[src/rtl/phy_stat_pkg.sv]
package phy_stat_pkg;

  typedef enum logic [1:0] {
    CTL_IDLE = 2'b00,
    CTL_STAT = 2'b01,
    CTL_RECV = 2'b10,
    CTL_RSVD = 2'b11
  } ctl_e;

  localparam logic [1:0] KIND_FLAGS = 2'b00;
  localparam logic [1:0] KIND_FULL  = 2'b01;
  localparam logic [1:0] KIND_CUT   = 2'b10;

endpackage

[src/rtl/phy_stat_dec.sv]
module phy_stat_dec
  import phy_stat_pkg::*;
(
  input  logic       clk_i,
  input  logic       rst_ni,
  input  logic [1:0] ctl_i,
  input  logic       active_i,
  input  logic       full_i,
  output logic       load_o,
  output logic       append_o,
  output logic       finish_o,
  output logic       err_evt_o
);

  logic prev_idle_q;
  logic is_stat;

  assign is_stat = (ctl_e'(ctl_i) == CTL_STAT);

  always_ff @(posedge clk_i or negedge rst_ni) begin
    if (!rst_ni) prev_idle_q <= 1'b1;
    else         prev_idle_q <= (ctl_e'(ctl_i) == CTL_IDLE);
  end

  // new transfer: first status, or status overrunning a full image
  assign load_o    = is_stat && (!active_i || full_i);
  assign append_o  = is_stat && active_i && !full_i;
  assign finish_o  = active_i && (!is_stat || full_i);
  assign err_evt_o = is_stat && ((active_i && full_i) || (!active_i && !prev_idle_q));

  AST_LOAD_APPEND_EXCL: assert property (@(posedge clk_i) disable iff (!rst_ni)
    !(load_o && append_o));

  AST_ERR_ONLY_ON_STAT: assert property (@(posedge clk_i) disable iff (!rst_ni)
    err_evt_o |-> load_o);

endmodule

[src/rtl/phy_stat_asm.sv]
module phy_stat_asm #(
  parameter int STAT_W   = 16,
  parameter int LANE_W   = 2,
  parameter int FULL_CYC = STAT_W / LANE_W,
  parameter int CNT_W    = $clog2(FULL_CYC + 1)
) (
  input  logic              clk_i,
  input  logic              rst_ni,
  input  logic              load_i,
  input  logic              append_i,
  input  logic              finish_i,
  input  logic [LANE_W-1:0] d_i,
  output logic [STAT_W-1:0] img_o,
  output logic [CNT_W-1:0]  cnt_o,
  output logic              active_o,
  output logic              full_o
);

  logic [STAT_W-1:0] img_q;
  logic [CNT_W-1:0]  cnt_q;
  logic              act_q;

  always_ff @(posedge clk_i or negedge rst_ni) begin
    if (!rst_ni) begin
      img_q <= '0;
      cnt_q <= '0;
      act_q <= 1'b0;
    end else if (load_i) begin
      img_q <= {{(STAT_W-LANE_W){1'b0}}, d_i};
      cnt_q <= CNT_W'(1);
      act_q <= 1'b1;
    end else if (append_i) begin
      for (int j = 1; j < FULL_CYC; j++) begin
        if (cnt_q == CNT_W'(j)) img_q[j*LANE_W +: LANE_W] <= d_i;
      end
      cnt_q <= cnt_q + CNT_W'(1);
    end else if (finish_i) begin
      act_q <= 1'b0;
    end
  end

  assign img_o    = img_q;
  assign cnt_o    = cnt_q;
  assign active_o = act_q;
  assign full_o   = (cnt_q == CNT_W'(FULL_CYC));

  AST_CNT_BOUND: assert property (@(posedge clk_i) disable iff (!rst_ni)
    cnt_q <= CNT_W'(FULL_CYC));

  AST_ACTIVE_HAS_CNT: assert property (@(posedge clk_i) disable iff (!rst_ni)
    act_q |-> (cnt_q != '0));

endmodule

[src/rtl/phy_stat_pub.sv]
module phy_stat_pub
  import phy_stat_pkg::*;
#(
  parameter int FLAG_W   = 4,
  parameter int ADDR_W   = 4,
  parameter int DATA_W   = 8,
  parameter int LANE_W   = 2,
  parameter int STAT_W   = FLAG_W + ADDR_W + DATA_W,
  parameter int FULL_CYC = STAT_W / LANE_W,
  parameter int FLAG_CYC = FLAG_W / LANE_W,
  parameter int CNT_W    = $clog2(FULL_CYC + 1)
) (
  input  logic              clk_i,
  input  logic              rst_ni,
  input  logic              finish_i,
  input  logic              err_evt_i,
  input  logic [STAT_W-1:0] img_i,
  input  logic [CNT_W-1:0]  cnt_i,
  output logic [FLAG_W-1:0] flag_o,
  output logic              end_o,
  output logic [1:0]        kind_o,
  output logic              reg_valid_o,
  output logic [ADDR_W-1:0] reg_addr_o,
  output logic [DATA_W-1:0] reg_data_o,
  output logic              err_o
);

  logic [FLAG_W-1:0] flag_seen;
  logic              is_full;
  logic [1:0]        kind_d;

  // a flag counts only if its lane arrived
  for (genvar i = 0; i < FLAG_W; i++) begin : g_flag
    localparam int NEED = i / LANE_W + 1;
    assign flag_seen[i] = img_i[i] && (cnt_i >= CNT_W'(NEED));
  end

  assign is_full = (cnt_i == CNT_W'(FULL_CYC));

  always_comb begin
    if (is_full)                        kind_d = KIND_FULL;
    else if (cnt_i == CNT_W'(FLAG_CYC)) kind_d = KIND_FLAGS;
    else                                kind_d = KIND_CUT;
  end

  always_ff @(posedge clk_i or negedge rst_ni) begin
    if (!rst_ni) begin
      flag_o      <= '0;
      end_o       <= 1'b0;
      kind_o      <= '0;
      reg_valid_o <= 1'b0;
      reg_addr_o  <= '0;
      reg_data_o  <= '0;
      err_o       <= 1'b0;
    end else begin
      flag_o      <= finish_i ? flag_seen : '0;
      end_o       <= finish_i;
      kind_o      <= finish_i ? kind_d : '0;
      reg_valid_o <= finish_i && is_full;
      if (finish_i && is_full) begin
        reg_addr_o <= img_i[FLAG_W +: ADDR_W];
        reg_data_o <= img_i[FLAG_W+ADDR_W +: DATA_W];
      end
      if (err_evt_i) err_o <= 1'b1;
    end
  end

  AST_FLAG_WITH_END: assert property (@(posedge clk_i) disable iff (!rst_ni)
    (|flag_o) |-> end_o);

  AST_REG_ONLY_FULL: assert property (@(posedge clk_i) disable iff (!rst_ni)
    reg_valid_o |-> (end_o && kind_o == KIND_FULL));

  AST_REG_HOLD: assert property (@(posedge clk_i) disable iff (!rst_ni)
    !reg_valid_o |-> ($stable(reg_addr_o) && $stable(reg_data_o)));

  AST_ERR_STICKY: assert property (@(posedge clk_i) disable iff (!rst_ni)
    err_o |=> err_o);

endmodule

[src/rtl/phy_stat_rx.sv]
module phy_stat_rx
  import phy_stat_pkg::*;
#(
  parameter int FLAG_W = 4,
  parameter int ADDR_W = 4,
  parameter int DATA_W = 8,
  parameter int LANE_W = 2
) (
  input  logic              clk_i,
  input  logic              rst_ni,
  input  logic [1:0]        ctl_i,
  input  logic [LANE_W-1:0] d_i,
  output logic [FLAG_W-1:0] flag_o,
  output logic              end_o,
  output logic [1:0]        kind_o,
  output logic              reg_valid_o,
  output logic [ADDR_W-1:0] reg_addr_o,
  output logic [DATA_W-1:0] reg_data_o,
  output logic              err_o
);

  localparam int STAT_W   = FLAG_W + ADDR_W + DATA_W;
  localparam int FULL_CYC = STAT_W / LANE_W;
  localparam int CNT_W    = $clog2(FULL_CYC + 1);

  logic              load, append, finish, err_evt;
  logic              active, full;
  logic [STAT_W-1:0] img;
  logic [CNT_W-1:0]  cnt;

  phy_stat_dec u_dec (
    .clk_i     (clk_i),
    .rst_ni    (rst_ni),
    .ctl_i     (ctl_i),
    .active_i  (active),
    .full_i    (full),
    .load_o    (load),
    .append_o  (append),
    .finish_o  (finish),
    .err_evt_o (err_evt)
  );

  phy_stat_asm #(
    .STAT_W (STAT_W),
    .LANE_W (LANE_W)
  ) u_asm (
    .clk_i    (clk_i),
    .rst_ni   (rst_ni),
    .load_i   (load),
    .append_i (append),
    .finish_i (finish),
    .d_i      (d_i),
    .img_o    (img),
    .cnt_o    (cnt),
    .active_o (active),
    .full_o   (full)
  );

  phy_stat_pub #(
    .FLAG_W (FLAG_W),
    .ADDR_W (ADDR_W),
    .DATA_W (DATA_W),
    .LANE_W (LANE_W)
  ) u_pub (
    .clk_i       (clk_i),
    .rst_ni      (rst_ni),
    .finish_i    (finish),
    .err_evt_i   (err_evt),
    .img_i       (img),
    .cnt_i       (cnt),
    .flag_o      (flag_o),
    .end_o       (end_o),
    .kind_o      (kind_o),
    .reg_valid_o (reg_valid_o),
    .reg_addr_o  (reg_addr_o),
    .reg_data_o  (reg_data_o),
    .err_o       (err_o)
  );

  AST_STAT_OPENS: assert property (@(posedge clk_i) disable iff (!rst_ni)
    (ctl_e'(ctl_i) == CTL_STAT) |=> active);

  AST_NONSTAT_CLOSES: assert property (@(posedge clk_i) disable iff (!rst_ni)
    (ctl_e'(ctl_i) != CTL_STAT) |=> !active);

  AST_QUIET_NO_END: assert property (@(posedge clk_i) disable iff (!rst_ni)
    (!active && ctl_e'(ctl_i) != CTL_STAT) |=> !end_o);

endmodule

[config.mk]
export PLATFORM = sky130hd
export DESIGN_NAME = phy_stat_rx
export DESIGN_NICKNAME = d
export VERILOG_FILES = /design/src/rtl/phy_stat_pkg.sv /design/src/rtl/phy_stat_dec.sv /design/src/rtl/phy_stat_asm.sv /design/src/rtl/phy_stat_pub.sv /design/src/rtl/phy_stat_rx.sv
export SDC_FILE = /design/constraint.sdc
export NUM_CORES = 1
export LEC_CHECK = 0
export ABC_AREA = 0
export CAP_MARGIN = 20
export CORE_UTILIZATION = 53
export DETAILED_ROUTE_END_ITERATION = 7
export MAX_ROUTING_LAYER = met4
export PLACE_DENSITY = 0.86
export SETUP_SLACK_MARGIN = 0.2
export SLEW_MARGIN = 20
export SYNTH_ARGS = -nofsm -noshare
export SYNTH_HDL_FRONTEND = slang
export SYNTH_SLANG_ARGS = --single-unit
[constraint.sdc]
create_clock -name clk_i -period 1.8 [get_ports clk_i]
set_input_delay 0.36 -clock clk_i [delete_from_list [all_inputs] [get_ports clk_i]]
set_output_delay 0.36 -clock clk_i [all_outputs]
set_load 0.02 [all_outputs]
==> impl_results.md <==
* Critical path capture point type: register
* Global-route wire length before repair at 6350 um
* Vias in the first global route at 1383
* Gate power share at 0.146
* Initial antenna violation count at 0
* Vert. Die Dim at 61.7 um
* Syn_nets at 170
* Vias at 1363
* Post-synthesis register bit count at 42
* Worst VDD drop at 0.853 mV
* H-Tree Depth at 2
* Hold WS at 26.6 ps
* Post-Route Setup TNS at 0 ps
* Max_cap viols at 0
* Status: completed
* IO Count at 27
* Total gr overflow at 0
* Post-DRT Antenna Nets at 0
* Yosys top cell area share at 0.543
* Largest family of logic cells by synthesized area: simple AND/OR/NAND/NOR gates
* Layout Nets at 203
* Clk root buf: clkbuf_4
* Area share of fa/ha/maj cells after synthesis at 0.0265
* Final setup viols at 0
* Fin crit share at 0.856
* Largest net degree at the start of global routing at 43
* Post-route DRC violation count at 0
* Max Root-Sink Buffers at 2
* P_leak at 1.21 nW
* Switching pwr at 0.553 mW
* FF-to-FF path depth at 5
* Die X-Extent at 61.7 um
* Kind of critical path: register to register
* Synth Instances at 160
* Worst Path Max Fanout at 5
* Xor/xnor share of the synthesized area at 0.00464
* Routed wl met2 at 2070 um
* Clk_lat worst skew at 370 ps
* Async set-reset flop share out of synthesis at 1.00
* Reg clk slew, reported paths at 130 ps
* Compound-Gate Fraction of Synth Area at 0.123
* Switching share of power at 0.255
* Starting Density at 0.562
* Routed WL at 3830 um
* Row count at 21
* Post-route minimum period at 1540 ps
* Max Used Layer: met4
* RSZ-0062 raised after global routing: no
* Post-Syn Area per Cell at 11.8 um^2
* Area leader, netlist: dfrtp_1
* Drt via density at 5.68
* Netlist cell types at 37
* Total die area at 0.00381 mm^2
* Seq/Total Area, Yosys at 0.557
* Main synth FF type: dfrtp_1
* Mapped cell area at 0.00189 mm^2
* Core ar. at 0.00336 mm^2
* Relative max-transition margin at 0.660
* Total GRT Usage at 0.247
* Crit path arrival time at 1790 ps
* CP required at 2050 ps
* Initial DRC Count at 52
* Slew @ Worst Pin at 509 ps
* Yosys warnings at 0
* Final Hold Viols at 0
* Share of total power in sequential cells at 0.495
* Number of synthesized flops with an enable pin at 0
* GPL Wtd Cong at 0.876
* Clock sink count at 42
* Share of cells above drive strength 1 at 0.242
* DRT Pass-1 Iters at 4
* Met3 wire length at 138 um
* Worst setup SP type: register
* DR WL/cell at 16.0 um
* Synth-to-layout area growth at 23.8%
* CTS buffer count at 5
* Hpwl dp at 2740 um
* Slew Viols, Final at 0
* F_max at 649 MHz
* Reg2reg start: u_asm.cnt_o[1]
* Clock Power Share at 0.359
* Synth Area in Simple Gates at 0.141
* M1 WL at 1570 um
* Internal power at 1.62 mW
* N_diodes at 0
* Most area-consuming cells after synthesis: dfrtp_1 54%, mux2_4 5.6%, a21oi_1 4.0%
* Clk_skew at 14.7 ps
* PortBufs at 26
* Mux share of post-synthesis cell area at 0.0907
* RR Endpoint: u_asm.img_o[0]
* CTS tree: yes
* PwrDens at 927 mW/mm^2
* R2r setup slk at 260 ps
* Worst hold path type: input pin to async pin
## how the worst max path moves through the flow
stage	from	to	slack, ps	cells after the start
6_report	u_asm.cnt_o[1]	u_asm.img_o[0]	260	5
5_1_grt	u_asm.cnt_o[1]	u_asm.img_o[5]	210	5
4_1_cts	u_asm.cnt_o[0]	u_asm.img_o[5]	210	5
3_5_place_dp	ctl_i[1]	u_pub.flag_o[1]	60	5
3_3_place_gp	ctl_i[1]	u_asm.cnt_o[3]	90	5
2_1_floorplan	u_asm.cnt_o[1]	u_asm.img_o[0]	230	5
## synth_stat cells, drive strengths merged, types with 4 or more instances
cell type,number
a21oi,16
buf,7
clkbuf,4
dfrtp,41
ha,4
inv,10
mux2,12
nand2,5
nand3,9
nand4,7
nor2,4
o21ai,15
## per-layer routing
layer	vias up	GRT usage
li1	631	-
met1	694	0.292
met2	33	0.404
met3	5	0.0683
met4	0	0.0921
met5	-	-
## power groups by stage
stage	clock (mW)	sequential, mW	combinational (mW)
CTS	0.794	1.07	0.294
finish	0.778	1.07	0.317
floorplan	0	1.07	0.200
global placement	0	1.08	0.277
detailed placement	0	1.09	0.294
global route	0.828	1.08	0.351
## cells in the final DEF, fill, tap and decap left out, drive strengths merged, types with 2 or more instances in the layout
master / n
nand3: 9
clkdlybuf4s50: 4
a21oi: 16
nor2b: 2
nor2: 4
and2: 2
dfrtp: 41
o311a: 2
inv: 10
o31ai: 2
dlygate4sd2: 21
o211ai: 2
nand4: 7
clkbuf: 6
mux2: 12
bufinv: 2
nand3b: 2
nand2b: 2
buf: 12
nand2: 5
ha: 4
o21ai: 15
## flip-flops by register name (all words and copies together) (netlist names)
register           count
u_asm.active_o         1
u_pub.reg_addr_o       4
u_pub.kind_o           2
u_asm.cnt_o            4
u_dec.prev_idle_q      1
u_pub.flag_o           4
u_pub.err_o            1
u_pub.reg_data_o       8
u_pub.end_o            1
u_asm.img_o           16
## critical path: stages (launching register included)
cell and delay, ps:
dfrtp_2 470, inv_2 110, ha_4 180, nand3b_4 120
a21oi_4 240, mux2_4 320
## layout make-up
type | count | area (um^2)
repair buffers | 37 | 315
inverters | 10 | 37.5
clock buffers | 6 | 51.3
fillers | 260 | 1020
clock inverters | 2 | 60.1
multi-input cells | 97 | 762
well taps | 46 | 57.6
flip-flops and latches | 42 | 1060
## kinds of logic (layout without fill, tap and decap cells)
kind of cell,count (synthesis),after routing
buffers and inverters,21,55
and+or+nand+nor,40,40
adders and majority gates,4,4
AOI/OAI and AO/OA,39,39
muxes,13,13
DFF,42,42
xor gates and xnor gates,1,1
## what timing repair did
action                     in CTS  in global routing
resized for setup              28                  5
buffers inserted                0                  4
pin swaps                       1                  1
setup endpoints to repair      54                 12
hold buffers                    0                  0
## stage by stage
step | area [um^2] | utilization | power (mW) | cells | worst slack, ps
6_report | 2340 | 0.696 | 2.17 | 240 | 260
3_5_place_dp | 2190 | 0.650 | 1.38 | 228 | 60.8
4_1_cts | 2290 | 0.682 | 2.16 | 236 | 206
3_3_place_gp | 2190 | 0.650 | 1.36 | 228 | 91.8
5_1_grt | 2340 | 0.696 | 2.26 | 240 | 215
2_1_floorplan | 1890 | - | 1.27 | 160 | 232
(Power assumes the default switching activity.)
